$ cat src/rtl/refsel_pkg.sv
package refsel_pkg;

    typedef enum logic [2:0] {
        ST_PRI_NORM = 3'd0,
        ST_PRI_HOLD = 3'd1,
        ST_SEC_NORM = 3'd2,
        ST_SEC_HOLD = 3'd3,
        ST_MAN_NORM = 3'd4,
        ST_MAN_HOLD = 3'd5,
        ST_MAN_FREE = 3'd6
    } st_t;

    localparam logic [1:0] OPM_NORMAL = 2'b00;
    localparam logic [1:0] OPM_HOLD   = 2'b01;
    localparam logic [1:0] OPM_FREE   = 2'b10;

    localparam logic [1:0] MSEL_NORM  = 2'b00;
    localparam logic [1:0] MSEL_HOLD  = 2'b01;
    localparam logic [1:0] MSEL_FREE  = 2'b10;
    localparam logic [1:0] MSEL_AUTO  = 2'b11;

    typedef struct packed {
        logic       pri_lost;
        logic       sec_lost;
        logic       guard;
        logic [1:0] msel;
        logic       src;
    } ctl_t;

endpackage

$ cat src/rtl/refsel_strobe_sync.sv
module refsel_strobe_sync #(
    parameter int STAGES = 2
) (
    input  logic clk,
    input  logic rst_n,
    input  logic strobe_in,
    output logic rise
);
    localparam int CHAIN_W = STAGES + 1;

    logic [CHAIN_W-1:0] chain;

    always_ff @(posedge clk or negedge rst_n) begin
        if (!rst_n) begin
            chain <= '0;
        end else begin
            chain <= {chain[CHAIN_W-2:0], strobe_in};
        end
    end

    assign rise = chain[STAGES-1] & ~chain[STAGES];

endmodule

$ cat src/rtl/refsel_capture.sv
module refsel_capture
    import refsel_pkg::*;
(
    input  logic       clk,
    input  logic       rst_n,
    input  logic       cap_en,
    input  ctl_t       ctl_in,
    output ctl_t       ctl_q,
    output logic       step
);
    always_ff @(posedge clk or negedge rst_n) begin
        if (!rst_n) begin
            ctl_q          <= '0;
            ctl_q.msel     <= MSEL_AUTO;
            step           <= 1'b0;
        end else begin
            step <= cap_en;
            if (cap_en) begin
                ctl_q <= ctl_in;
            end
        end
    end

endmodule

$ cat src/rtl/refsel_fsm.sv
module refsel_fsm
    import refsel_pkg::*;
(
    input  logic       clk,
    input  logic       rst_n,
    input  logic       step,
    input  ctl_t       ctl,
    output st_t        state,
    output logic [1:0] op_mode,
    output logic       ref_sel
);
    st_t nxt;

    always_comb begin
        nxt = state;
        if (ctl.msel != MSEL_AUTO) begin
            unique case (ctl.msel)
                MSEL_NORM: nxt = ST_MAN_NORM;
                MSEL_HOLD: nxt = ST_MAN_HOLD;
                default:   nxt = ST_MAN_FREE;
            endcase
        end else begin
            unique case (state)
                ST_PRI_NORM: begin
                    if (ctl.pri_lost) nxt = ST_PRI_HOLD;
                end
                ST_PRI_HOLD: begin
                    if (ctl.guard && !ctl.pri_lost) begin
                        nxt = ST_PRI_NORM;
                    end else if (ctl.guard && !ctl.sec_lost) begin
                        nxt = ST_SEC_NORM;
                    end
                end
                ST_SEC_NORM: begin
                    if (!ctl.pri_lost)     nxt = ST_PRI_NORM;
                    else if (ctl.sec_lost) nxt = ST_SEC_HOLD;
                end
                ST_SEC_HOLD: begin
                    if (!ctl.pri_lost)      nxt = ST_PRI_NORM;
                    else if (!ctl.sec_lost) nxt = ST_SEC_NORM;
                end
                default: nxt = ST_PRI_NORM;
            endcase
        end
    end

    always_ff @(posedge clk or negedge rst_n) begin
        if (!rst_n) begin
            state <= ST_PRI_NORM;
        end else if (step) begin
            state <= nxt;
        end
    end

    always_comb begin
        op_mode = OPM_NORMAL;
        ref_sel = 1'b0;
        unique case (state)
            ST_PRI_NORM: begin op_mode = OPM_NORMAL; ref_sel = 1'b0;    end
            ST_PRI_HOLD: begin op_mode = OPM_HOLD;   ref_sel = 1'b0;    end
            ST_SEC_NORM: begin op_mode = OPM_NORMAL; ref_sel = 1'b1;    end
            ST_SEC_HOLD: begin op_mode = OPM_HOLD;   ref_sel = 1'b1;    end
            ST_MAN_NORM: begin op_mode = OPM_NORMAL; ref_sel = ctl.src; end
            ST_MAN_HOLD: begin op_mode = OPM_HOLD;   ref_sel = ctl.src; end
            default:     begin op_mode = OPM_FREE;   ref_sel = ctl.src; end
        endcase
    end

endmodule

$ cat src/rtl/refsel_ctrl.sv
module refsel_ctrl
    import refsel_pkg::*;
#(
    parameter int SYNC_STAGES = 2
) (
    input  logic       clk,
    input  logic       rst_n,
    input  logic       frame_strobe,
    input  logic       pri_los,
    input  logic       sec_los,
    input  logic       guard_in,
    input  logic [1:0] mode_sel,
    input  logic       src_sel,
    output logic [1:0] op_mode,
    output logic       ref_sel,
    output logic       guard_out,
    output logic       mode_err
);
    logic cap_en;
    logic fsm_en;
    ctl_t ctl_raw;
    ctl_t ctl_q;
    st_t  st;
    logic cap_auto;

    assign ctl_raw = '{pri_lost: pri_los, sec_lost: sec_los, guard: guard_in,
                       msel: mode_sel, src: src_sel};

    refsel_strobe_sync #(.STAGES(SYNC_STAGES)) sync_i (
        .clk       (clk),
        .rst_n     (rst_n),
        .strobe_in (frame_strobe),
        .rise      (cap_en)
    );

    refsel_capture cap_i (
        .clk    (clk),
        .rst_n  (rst_n),
        .cap_en (cap_en),
        .ctl_in (ctl_raw),
        .ctl_q  (ctl_q),
        .step   (fsm_en)
    );

    refsel_fsm fsm_i (
        .clk     (clk),
        .rst_n   (rst_n),
        .step    (fsm_en),
        .ctl     (ctl_q),
        .state   (st),
        .op_mode (op_mode),
        .ref_sel (ref_sel)
    );

    assign cap_auto  = (ctl_q.msel == MSEL_AUTO);
    assign mode_err  = cap_auto & ctl_q.src;
    assign guard_out = rst_n ? ctl_q.pri_lost : 1'b1;

endmodule

$ cat config.mk
export PLATFORM = sky130hd
export DESIGN_NAME = refsel_ctrl
export DESIGN_NICKNAME = d
export VERILOG_FILES = /design/src/rtl/refsel_pkg.sv /design/src/rtl/refsel_strobe_sync.sv /design/src/rtl/refsel_capture.sv /design/src/rtl/refsel_fsm.sv /design/src/rtl/refsel_ctrl.sv
export SDC_FILE = /design/constraint.sdc
export NUM_CORES = 1
export LEC_CHECK = 0
export BUFFER_PORTS_ARGS = -buffer_cell sky130_fd_sc_hd__buf_2
export CAP_MARGIN = 20
export CORE_MARGIN = 2
export CORE_UTILIZATION = 43
export CTS_BUF_LIST = sky130_fd_sc_hd__clkbuf_16
export CTS_CLUSTER_DIAMETER = 80
export DETAILED_ROUTE_END_ITERATION = 12
export GPL_TIMING_DRIVEN = 0
export PLACE_DENSITY = 0.66
export REMOVE_ABC_BUFFERS = 1
export SLEW_MARGIN = 40
export SYNTH_ARGS = -nofsm -noshare
export SYNTH_HDL_FRONTEND = slang
export SYNTH_SLANG_ARGS = --single-unit
$ cat constraint.sdc
create_clock -name clk -period 2.55 [get_ports clk]
set_input_delay 0.255 -clock clk [delete_from_list [all_inputs] [get_ports clk]]
set_output_delay 0.255 -clock clk [all_outputs]
set_load 0.01 [all_outputs]
## After elaboration in Yosys (flattened, before gate mapping)

Index checks and enable logic that the tools add are counted.

- Equality and inequality tests: 12
- Bitwise logic cells: 3
- Reductions and logical operators: 11
- Multiplexer cells: 13

Operator list:

| cell | number |
|---|---|
| $mux W3 | 8 |
| $pmux W3 S4 | 1 |
| $ne A4 B3 Y1 const B | 2 |
| $pmux W2 S2 | 2 |
| $eq A3 B2 Y1 const B | 2 |
| $eq A3 B3 Y1 const B | 2 |
| $reduce_or A3 Y1 | 2 |
| $reduce_and A5 Y1 | 1 |
| $ne A4 B1 Y1 const B | 1 |
| $reduce_or A2 Y1 | 2 |
| $eq A3 B1 Y1 const B | 1 |
| $logic_not A3 Y1 | 1 |
| $ne A3 B2 Y1 const B | 1 |
| $and A1 B1 Y1 | 2 |
| $eq A2 B1 Y1 const B | 1 |
| $eq A2 B2 Y1 const B | 1 |
| $logic_and A1 B1 Y1 | 2 |
| $logic_not A1 Y1 | 2 |
| $logic_not A2 Y1 | 1 |
| $ne A2 B2 Y1 const B | 1 |
| $pmux W1 S2 | 1 |
| $mux W1 | 1 |
| $not A1 Y1 | 1 |

- Input port bits: 9
- Bits in registers: 13
- Logic and storage cells: 47
- Output and inout port bits: 5

## Logic depth before layout (Yosys ltp)

Gate-level depths: netlist of run 1.

- Depth in word-level cells: 6
- Mapped depth: 4
- Mapped depth without buffers: 4

## Modules after synthesis

A second synthesis of run 1 with hierarchy kept.

- Cell total of the unflattened synthesis: 54
- Area, all modules: 689.4 um2

By module, submodules not included:

| module | area an instance (um2) | seq. area each (um2) | cells each | times used |
|---|---|---|---|---|
| refsel_fsm | 309.0 | 75.1 | 34 | 1 |
| refsel_capture | 279.0 | 177.7 | 14 | 1 |
| refsel_strobe_sync | 88.8 | 75.1 | 4 | 1 |
| refsel_ctrl | 12.5 | 0.0 | 2 | 1 |

## Worst setup path after synthesis of run 1

No wires, ideal clock.

- Path kind: flip-flop to flip-flop
- From: register fsm_i.state[0]
- To: register fsm_i.state[1]
- Period minus slack after synthesis: 1.409 ns
- Data arrival time: 1.283 ns
- Buffers on the path: 0
- Library setup time: 0.126 ns
- Stages on the path, launching flop included: 5
- Data required time: 2.424 ns
- Slack: 1.141 ns
- Path through: dfrtp_1 -> mux2_4 -> o211ai_4 -> a41o_1 -> a221o_1

- Cells in the longest elaborated chain, start to end: 3
- Elaborated cells on any way between the ends: 11
- Those cells by class: eq/ne (7); mux (2); reduce/logical (2)

RTL lines:

| what | RTL line | RTL |
|---|---|---|
| from (decl) | refsel_fsm.sv:8 | `output st_t state,` |
| from (signal assigned) | refsel_fsm.sv:51 | `state <= nxt;` |
| $eq A3 B1 Y1, or another cell as far along | refsel_fsm.sv:23 | `unique case (state)` |
| $ne A4 B1 Y1 (no source line), or another cell as far along | -- |  |
| $reduce_and A5 Y1 (no source line) or $mux W3 (tied branches) | -- |  |

Several ways; a longest one is shown, not always the timed one.
A chain may end at the register's enable or synchronous reset.

## Final worst setup path of run 1

- From: input rst_n
- To: output guard_out

- Cells in the longest elaborated chain, start to end: 1

RTL lines:

| what | RTL line | RTL |
|---|---|---|
| from (decl) | refsel_ctrl.sv:7 | `input logic rst_n,` |
| $mux W1 | refsel_ctrl.sv:57 | `assign guard_out = rst_n ? ctl_q.pri_lost : 1'b1;` |
| to (decl) | refsel_ctrl.sv:16 | `output logic guard_out,` |

Every way passes these cells.

==> results.cfg, run 1 <==
[yosys]
yosys_warnings = 0
async_flop_share_pct = 100.0
synth_fa_ha_area_share_pct = 0
synth_edf_count = 0
synth_top_area_share_pct = 47.01
synthTopCellsByCount = 11 x dfrtp_1, 5 x mux2_2, 4 x nor2_1
synth.area.mux_share_pct = 14.10
synth_area_per_cell_sq_um = 12.20
synth.most_common_cell = dfrtp_1
synth_top_family_by_area = simple AND/OR/NAND/NOR gates
synth_xor_xnor_area_share_pct = 0
synth_compound_area_share_pct = 12.82
synth_top_cell_by_area = dfrtp_1
postSynthRegisterBits = 13
syn-cell-area_sq_um = 585.6
synthSimpleGateAreaFrac_pct = 14.53
syn_inst = 48
ys_top_cells_by_area = dfrtp_1 47%, mux2_2 9.6%, dfstp_2 9.0%
synth_ff_type = dfrtp_1
seq_area_frac_synth_pct = 55.98
yosysUniqueCellTypes = 23

[critical_path]
start_kind = input port
critPathKind = input port to primary output
arrival_ns = 1.29
worst-path-max-fanout = 14
reg2reg_from = fsm_i.state[0]$_DFFE_PN0P_
r2r-end = fsm_i.state[1]$_DFFE_PN0P_
worstRegToRegCells = 4
cp.required_ns = 2.30
r2r_slack_ns = 1.04
cp-end-kind = primary output

[timing]
hold_viol = 0
min_period_ns = 1.544
worst_pin_slew_ns = 0.5445
slew_headroom_pct = 63.63
drv_slew = 0
timing.final.crit_share_pct = 60.55
rsz0062_at_grt = false
max_clock_freq_mhz = 647.6
skew_ns = 0.001147
fin_setup_tns_ns = 0
setup-violations-final = 0

[power_and_ir_drop]
power_density_nw_per_um2 = 882.1
p_sw_share_pct = 23.96
total_power_uw = 665.5
worst_ir_drop_vdd_mv = 0.5669
internal_power_uw = 506.1
seqPwrFrac_pct = 41.2
pwr-share-comb_pct = 16.5
p_switching_uw = 159.5
clockPowerShare_pct = 42.3
leakage_nw = 0.3528

[clocking]
cts-buffers-inserted = 3
cts_tree = built
ctsHtreeMaxLevel = 1
clock_path_buffers = 2
insertion_delay_ns = 0.24
clkTransAtPathRegs_ns = 0.04
clock-sinks = 13
cts-root-buf = clkbuf_16

[run]
drv_cap = 0

[grt]
gr-total-overflow = 0
use_met2_pct = 23.44
grt_max_degree = 15
gr-usage-met1_pct = 20.14
track_usage_pct = 15.60
grt_pass1_wl_um = 1656
antenna_found_initial = 0
grt_pass1_vias = 361
busiest_layer = met2
met3_usage_pct = 3.261

[routing]
drcViolationCount = 0
vias_per_cell = 5.163
drtPass1Iterations = 4
drt_wl_total_um = 1015
wl_per_cell_um = 12.69
vias = 413
ant_nets = 0
drt-initial-drc-count = 5

[layout]
area_growth_pct = 28.85
nets = 75
fillers = 107
seqCellArea_sq_um = 327.8
multi_input_area_sq_um = 242.7
n_antenna_cell = 0
drive_gt1_share_pct = 38.46

[die]
fp.dieH_um = 40.90
start_util_pct = 45.57
io-pin-count = 14
die_area_sq_um = 1673
fp.dieW_um = 40.90
core_sq_um = 1285
rows = 13

[place]
io_buffers = 13
hpwlAfterDp_um = 755.4
gp_congestion = 0.7480

[worst_hold_path]
hp-class = input port to flip-flop
whs_path_depth = 1
worstHoldStart = frame_strobe
min_to = sync_i.chain[0]$_DFF_PN0_

[run_status]
status = finished, final reports clean
==> metal layers <==
layer	up-vias	wire length, um
met1	201	486
met4	0	0
met5	-	0
met3	0	29
met2	8	499
li1	204	-
==> registers in the layout (all words and copies together) (netlist names) <==
name	count
fsm_i.state	3
cap_i.ctl_q	6
cap_i.step	1
sync_i.chain	3
==> power groups by stage <==
stage / registers, mW / clock network, mW / logic (mW)
after floorplan: 0.266 / 0 / 0.0809
after global placement: 0.275 / 0 / 0.108
after detailed placement: 0.277 / 0 / 0.110
after CTS: 0.274 / 0.288 / 0.112
after global routing: 0.281 / 0.299 / 0.122
final: 0.274 / 0.282 / 0.110
==> what timing repair did <==
action                                  in CTS  in global routing
endpoints found under the hold margin       11                  0
endpoints found under the setup margin       0                  0
buffers inserted                             0                  0
gates resized for setup                      0                  0
hold buffers                                 1                  0
==> through the flow <==
stage / instances / util (%) / hold slack [ns] / area (sq um) / worst slack [ns]
after floorplan: 47 / - / -0.04059 / 581.8 / 1.141
after global placement: 75 / 51.80 / 0.1527 / 665.6 / 1.068
after detailed placement: 75 / 51.80 / 0.1555 / 665.6 / 1.045
after CTS: 80 / 58.71 / 0.1205 / 754.5 / 0.9916
after global routing: 80 / 58.71 / 0.1169 / 754.5 / 0.9056
final: 80 / 58.71 / 0.1236 / 754.5 / 1.006
==> cells in the final DEF (no fill, tap or decap), types with 2 or more instances in the layout <==
cell type  Yosys  layout
buf_2          0      13
dfstp_2        2       2
inv_1          3       4
nor2b_1        3       3
nand2_1        3       3
mux2_2         5       5
dfrtp_1       11      11
nor2_1         4       4
clkbuf_16      0       3
o21ai_0        2       2
==> worst max path at each step <==
stage	start	to	slack (ns)	cells after the start
after floorplan	fsm_i.state[0]$_DFFE_PN0P_	fsm_i.state[1]$_DFFE_PN0P_	1.14	4
after global placement	fsm_i.state[0]$_DFFE_PN0P_	fsm_i.state[1]$_DFFE_PN0P_	1.07	4
after detailed placement	fsm_i.state[0]$_DFFE_PN0P_	fsm_i.state[1]$_DFFE_PN0P_	1.04	4
after CTS	rst_n	guard_out	0.99	4
after global routing	rst_n	guard_out	0.91	4
final	rst_n	guard_out	1.01	4
==> critical path: stages <==
cell           delay, ns
dlygate4sd3_1       0.52
buf_2               0.28
nand2b_1            0.09
buf_2               0.14
==> logic make-up after synthesis <==
| group | after synthesis |
|---|---|
| multiplexers | 7 |
| buffers and inverters | 4 |
| AND/OR/NAND/NOR | 16 |
| AO/OA/AOI/OAI | 8 |
| flip-flops | 13 |
==> layout make-up <==
type                            instances  share of cell area, %
Timing Repair Buffer                   14                  9.950
Clock inverter                          1                 0.4975
Tap cell                               15                  2.488
Multi-Input combinational cell         31                  32.17
Inverter                                3                  1.493
Sequential cell                        13                  43.45
Clock buffer                            3                  9.950
No activity file was read; power rests on OpenSTA's default activity.
==> inputs of run 2 (changes only) <==
- PLACE_DENSITY: 0.66 -> 0.69
- clock period: 2.55 -> 1.35 ns (I/O delays scaled with it)
==> results.cfg, run 2 (synthesized netlist as in run 1, its figures left out) <==
[timing]
worst_pin_slew_ns = 0.3463
setup-violations-final = 2
fin_ws_ns = -0.03340
min_period_ns = 1.383
rsz0062_at_grt = true
drv_slew = 0
slew_headroom_pct = 76.81
max_clock_freq_mhz = 722.9
timing.final.crit_share_pct = 102.5
skew_ns = 0.004406
hold_viol = 0

[die]
fp.dieW_um = 40.90
start_util_pct = 45.57
die_area_sq_um = 1673
io-pin-count = 14
rows = 13
core_sq_um = 1285
fp.dieH_um = 40.90

[routing]
wl_per_cell_um = 13.46
vias_per_cell = 5.193
drt_wl_total_um = 1117
drcViolationCount = 0
vias = 431
drtPass1Iterations = 4
ant_nets = 0
drt-initial-drc-count = 3

[place]
dp_cells = 75
hpwlAfterDp_um = 712.8
dp_slack_ns = -0.1312
io_buffers = 13
gp_congestion = 0.7513

[power_and_ir_drop]
leakage_nw = 0.3652
power_density_nw_per_um2 = 1646
p_switching_uw = 317.7
seqPwrFrac_pct = 39.9
clockPowerShare_pct = 41.7
pwr-share-comb_pct = 18.4
worst_ir_drop_vdd_mv = 1.151
p_sw_share_pct = 24.48
internal_power_uw = 979.8

[clocking]
cts-buffers-inserted = 3
cts-root-buf = clkbuf_16
clkTransAtPathRegs_ns = 0.04
clock-sinks = 13
insertion_delay_ns = 0.24
clock_path_buffers = 2
ctsHtreeMaxLevel = 1
cts_tree = built

[critical_path]
critPathKind = flip-flop to flip-flop
worstRegToRegCells = 4
cp.required_ns = 1.47
arrival_ns = 1.51
r2r_slack_ns = -0.03
r2r-end = fsm_i.state[1]$_DFFE_PN0P_
start_kind = flip-flop
cp-end-kind = flip-flop
reg2reg_from = fsm_i.state[0]$_DFFE_PN0P_
worst-path-max-fanout = 5

[run]
drv_cap = 0

[layout]
most-common-layout-cells = 12 x buf_2, 8 x dfrtp_1, 5 x mux2_2, 4 x inv_1, 4 x nor2_1
layout_commonest_cell = buf_2
top_register = cap_i.ctl_q
drive_gt1_share_pct = 45.59
final_cells = 83
nets = 78
largest_register_ffs = 6
n_antenna_cell = 0
area_growth_pct = 34.62
largestRegisters = cap_i.ctl_q (6), fsm_i.state (3), sync_i.chain (3)

[worst_hold_path]
worstHoldStart = mode_sel[0]
hp-class = input port to flip-flop
whs_path_depth = 2
min_to = cap_i.ctl_q[1]$_DFFE_PN1P_

[grt]
grt_max_degree = 15
track_usage_pct = 16.99
busiest_layer = met2
grt_pass1_vias = 401
met3_usage_pct = 4.891
use_met2_pct = 27.73
antenna_found_initial = 0
gr-usage-met1_pct = 19.51
grt_pass1_wl_um = 1718
gr-total-overflow = 0

[run_status]
status = finished, violations left
violations = setup timing
-- run 2: changes by cell type in the layout (fill, tap and decap cells not counted), sizes merged --
cell	change
buf	+1
dlygate4sd3	+1
clkbuf	+1
-- run 2: through the flow --
step	total power [mW]	hold WS (ns)	cell area [sq um]	setup TNS (ns)	util, %
finish	1.297	0.1240	788.3	-0.03690	61.34
global route	1.360	0.1342	788.3	-0.1350	61.34
CTS	1.298	0.1084	777.0	-0.04977	60.47
detailed placement	0.7299	0.03576	665.6	-0.2285	51.80
global placement	0.7212	0.03121	665.6	-0.2013	51.80
floorplan	0.6556	-0.1606	581.8	-0.06400	-
-- run 2: layer usage --
layer / up-vias / routed length [um] / part of all wire (%)
li1: 216 / - / -
met3: 2 / 59 / 5.3
met2: 15 / 602 / 54
met4: 0 / 25 / 2.2
met1: 198 / 430 / 38
met5: - / 0 / 0
-- run 2: final cells by class --
cell class,instances,area [sq um]
Multi-Input combinational cell,31,245.2
Clock buffer,3,75.07
Sequential cell,13,331.6
Timing Repair Buffer,17,102.6
Inverter,3,11.26
Fill cell,104,496.7
Clock inverter,1,3.754
Tap cell,15,18.77
-- run 2: critical path: stages (launching register included) --
cell	delay, ns
dfrtp_2	0.42
mux2_4	0.31
o211ai_4	0.18
nor3_1	0.09
a221o_1	0.26
-- run 2: how the worst max path moves through the flow --
| stage | slack, ns | depth (start not counted) | end | from |
|---|---|---|---|---|
| 2_1_floorplan | -0.06 | 4 | fsm_i.state[1]$_DFFE_PN0P_ | fsm_i.state[0]$_DFFE_PN0P_ |
| 3_3_place_gp | -0.13 | 4 | fsm_i.state[1]$_DFFE_PN0P_ | fsm_i.state[0]$_DFFE_PN0P_ |
| 3_5_place_dp | -0.13 | 4 | fsm_i.state[1]$_DFFE_PN0P_ | fsm_i.state[0]$_DFFE_PN0P_ |
| 4_1_cts | -0.04 | 4 | fsm_i.state[1]$_DFFE_PN0P_ | fsm_i.state[0]$_DFFE_PN0P_ |
| 5_1_grt | -0.08 | 4 | fsm_i.state[1]$_DFFE_PN0P_ | fsm_i.state[0]$_DFFE_PN0P_ |
| 6_report | -0.03 | 4 | fsm_i.state[1]$_DFFE_PN0P_ | fsm_i.state[0]$_DFFE_PN0P_ |
-- run 2: what timing repair did --
action | CTS | global route
buffers inserted | 1 | 1
endpoints found under the setup margin | 4 | 3
pin swaps | 1 | 0
gates resized for setup | 3 | 2
hold buffers | 2 | 0
endpoints found under the hold margin | 12 | 0
-- run 2: power by group through the flow --
stage / combinational (mW) / clock, mW / sequential [mW]
global placement: 0.203 / 0 / 0.518
detailed placement: 0.210 / 0 / 0.520
floorplan: 0.153 / 0 / 0.503
global route: 0.264 / 0.566 / 0.530
CTS: 0.229 / 0.553 / 0.516
finish: 0.239 / 0.541 / 0.517
==> inputs of run 3 (changes only) <==
- REMOVE_ABC_BUFFERS: 1 -> default
==> results.cfg, run 3 (synthesized netlist as in run 1, its figures left out) <==
[run_status]
status = finished, violations left
violations = setup timing

[timing]
fin_ws_ns = -0.02096
skew_ns = 0.0003290
hold_viol = 0
worst_pin_slew_ns = 0.2454
slew_headroom_pct = 83.49
rsz0062_at_grt = true
min_period_ns = 1.371
drv_slew = 0
setup-violations-final = 1
max_clock_freq_mhz = 729.4
timing.final.crit_share_pct = 101.6

[grt]
grt_pass1_vias = 381
antenna_found_initial = 0
grt_pass1_wl_um = 1683
grt_max_degree = 15
track_usage_pct = 16.67
gr-total-overflow = 0

[layout]
largest_register_ffs = 6
largestRegisters = cap_i.ctl_q (6), fsm_i.state (3), sync_i.chain (3)
seqCellArea_sq_um = 330.3
nets = 79
most-common-layout-cells = 12 x buf_2, 9 x dfrtp_1, 5 x mux2_2, 4 x inv_1, 4 x nor2_1
n_antenna_cell = 0
layout_commonest_cell = buf_2
final_area_sq_um = 789.5
fillers = 107
top_register = cap_i.ctl_q
area_growth_pct = 34.83
drive_gt1_share_pct = 43.48
multi_input_area_sq_um = 242.7

[critical_path]
path_cells = mux2_4 > o211ai_4 > nor3_1 > a221o_1
cp.required_ns = 1.47
cpPeakStageDelay_ns = 0.42
r2r_slack_ns = -0.02
cp.buffers_inverters = 0
worst-path-max-fanout = 5
critPathKind = flip-flop to flip-flop
cp-end-kind = flip-flop
arrival_ns = 1.49
start_kind = flip-flop
crit_family = compound AO/OA/AOI/OAI gates
slowest_stage = dfrtp_2

[power_and_ir_drop]
worst_ir_drop_vdd_mv = 1.116
power_density_nw_per_um2 = 1640
leakage_nw = 0.3699
total_power_mw = 1.294

[clocking]
ctsHtreeMaxLevel = 1
cts-buffers-inserted = 3
clkTransAtPathRegs_ns = 0.04
insertion_delay_ns = 0.24
cts-root-buf = clkbuf_16
clock-sinks = 13
cts_tree = built
clock_path_buffers = 2

[routing]
ant_nets = 0
wl_per_cell_um = 12.88
highest_layer = met4
vias = 444
vias_per_cell = 5.286
drt_wl_total_um = 1082
met1_length_um = 482
drtPass1Iterations = 4
wl_met3_um = 79
drcViolationCount = 0
drt-initial-drc-count = 2
wl_met2_um = 487

[die]
fp.dieW_um = 40.90
die_area_sq_um = 1673
rows = 13
io-pin-count = 14
core_sq_um = 1285
fp.dieH_um = 40.90
start_util_pct = 45.57

[place]
io_buffers = 13
postPlaceCellArea_sq_um = 669.4
gp_congestion = 0.7428

[yosys]
synth_nets = 57

[run]
drv_cap = 0

[worst_hold_path]
hp-class = input port to flip-flop
-- run 3: cell types whose count changed in the layout (fill, tap and decap cells not counted), sizes merged --
cell and change:
clkbuf +1
-- run 3: worst paths after layout --
check                                                 from                         end  cells after the start
worst max-delay path            fsm_i.state[0]$_DFFE_PN0P_  fsm_i.state[1]$_DFFE_PN0P_                      4
worst min-delay path                               src_sel  cap_i.ctl_q[0]$_DFFE_PN0P_                      2
worst max register to register  fsm_i.state[0]$_DFFE_PN0P_  fsm_i.state[1]$_DFFE_PN0P_                      4
worst min register to register   sync_i.chain[0]$_DFF_PN0_   sync_i.chain[1]$_DFF_PN0_                      0
max in group asynchronous                            rst_n  cap_i.ctl_q[2]$_DFFE_PN1P_                      2
min in group asynchronous                            rst_n  cap_i.ctl_q[0]$_DFFE_PN0P_                      2
-- run 3: stage by stage --
step                      util [%]  setup WS [ns]  hold slack, ns  cells  setup TNS [ns]
final                        61.44       -0.02096          0.1255     84        -0.02096
after global routing         61.44       -0.07018          0.1345     84         -0.1388
after CTS                    60.56       -0.02990          0.1228     83        -0.02990
after detailed placement     52.09       -0.07092         0.04372     76         -0.1084
after global placement       52.09       -0.07841         0.03786     76         -0.1232
after floorplan                  -        0.01306         -0.1606     48               0
-- run 3: where the power goes --
part	switching (mW)	internal, mW
sequential	0.0636	0.452
clock	0.151	0.389
combinational	0.101	0.138
total	0.316	0.979
-- run 3: metal layers --
layer | global-route usage (%) | vias up
met3 | 6.522 | 4
met4 | 12.50 | 0
met1 | 20.28 | 208
met2 | 23.44 | 17
met5 | 0 | -
li1 | - | 215
-- run 3: final cells by class --
type | count | area share, %
repair buffers | 17 | 13.00
flip-flops and latches | 13 | 41.84
well taps | 15 | 2.377
clock buffers | 3 | 9.509
multi-input cells | 31 | 30.74
inverters | 3 | 1.426
clock inverters | 1 | 0.4754
plain buffers | 1 | 0.6339
-- run 3: what timing repair did --
action | 4_1_cts | 5_1_grt
pin swaps | 0 | 0
buffers inserted | 1 | 1
gates resized for setup | 2 | 3
setup endpoints to repair | 2 | 8
hold buffers | 2 | 0
hold endpoints to repair | 12 | 0
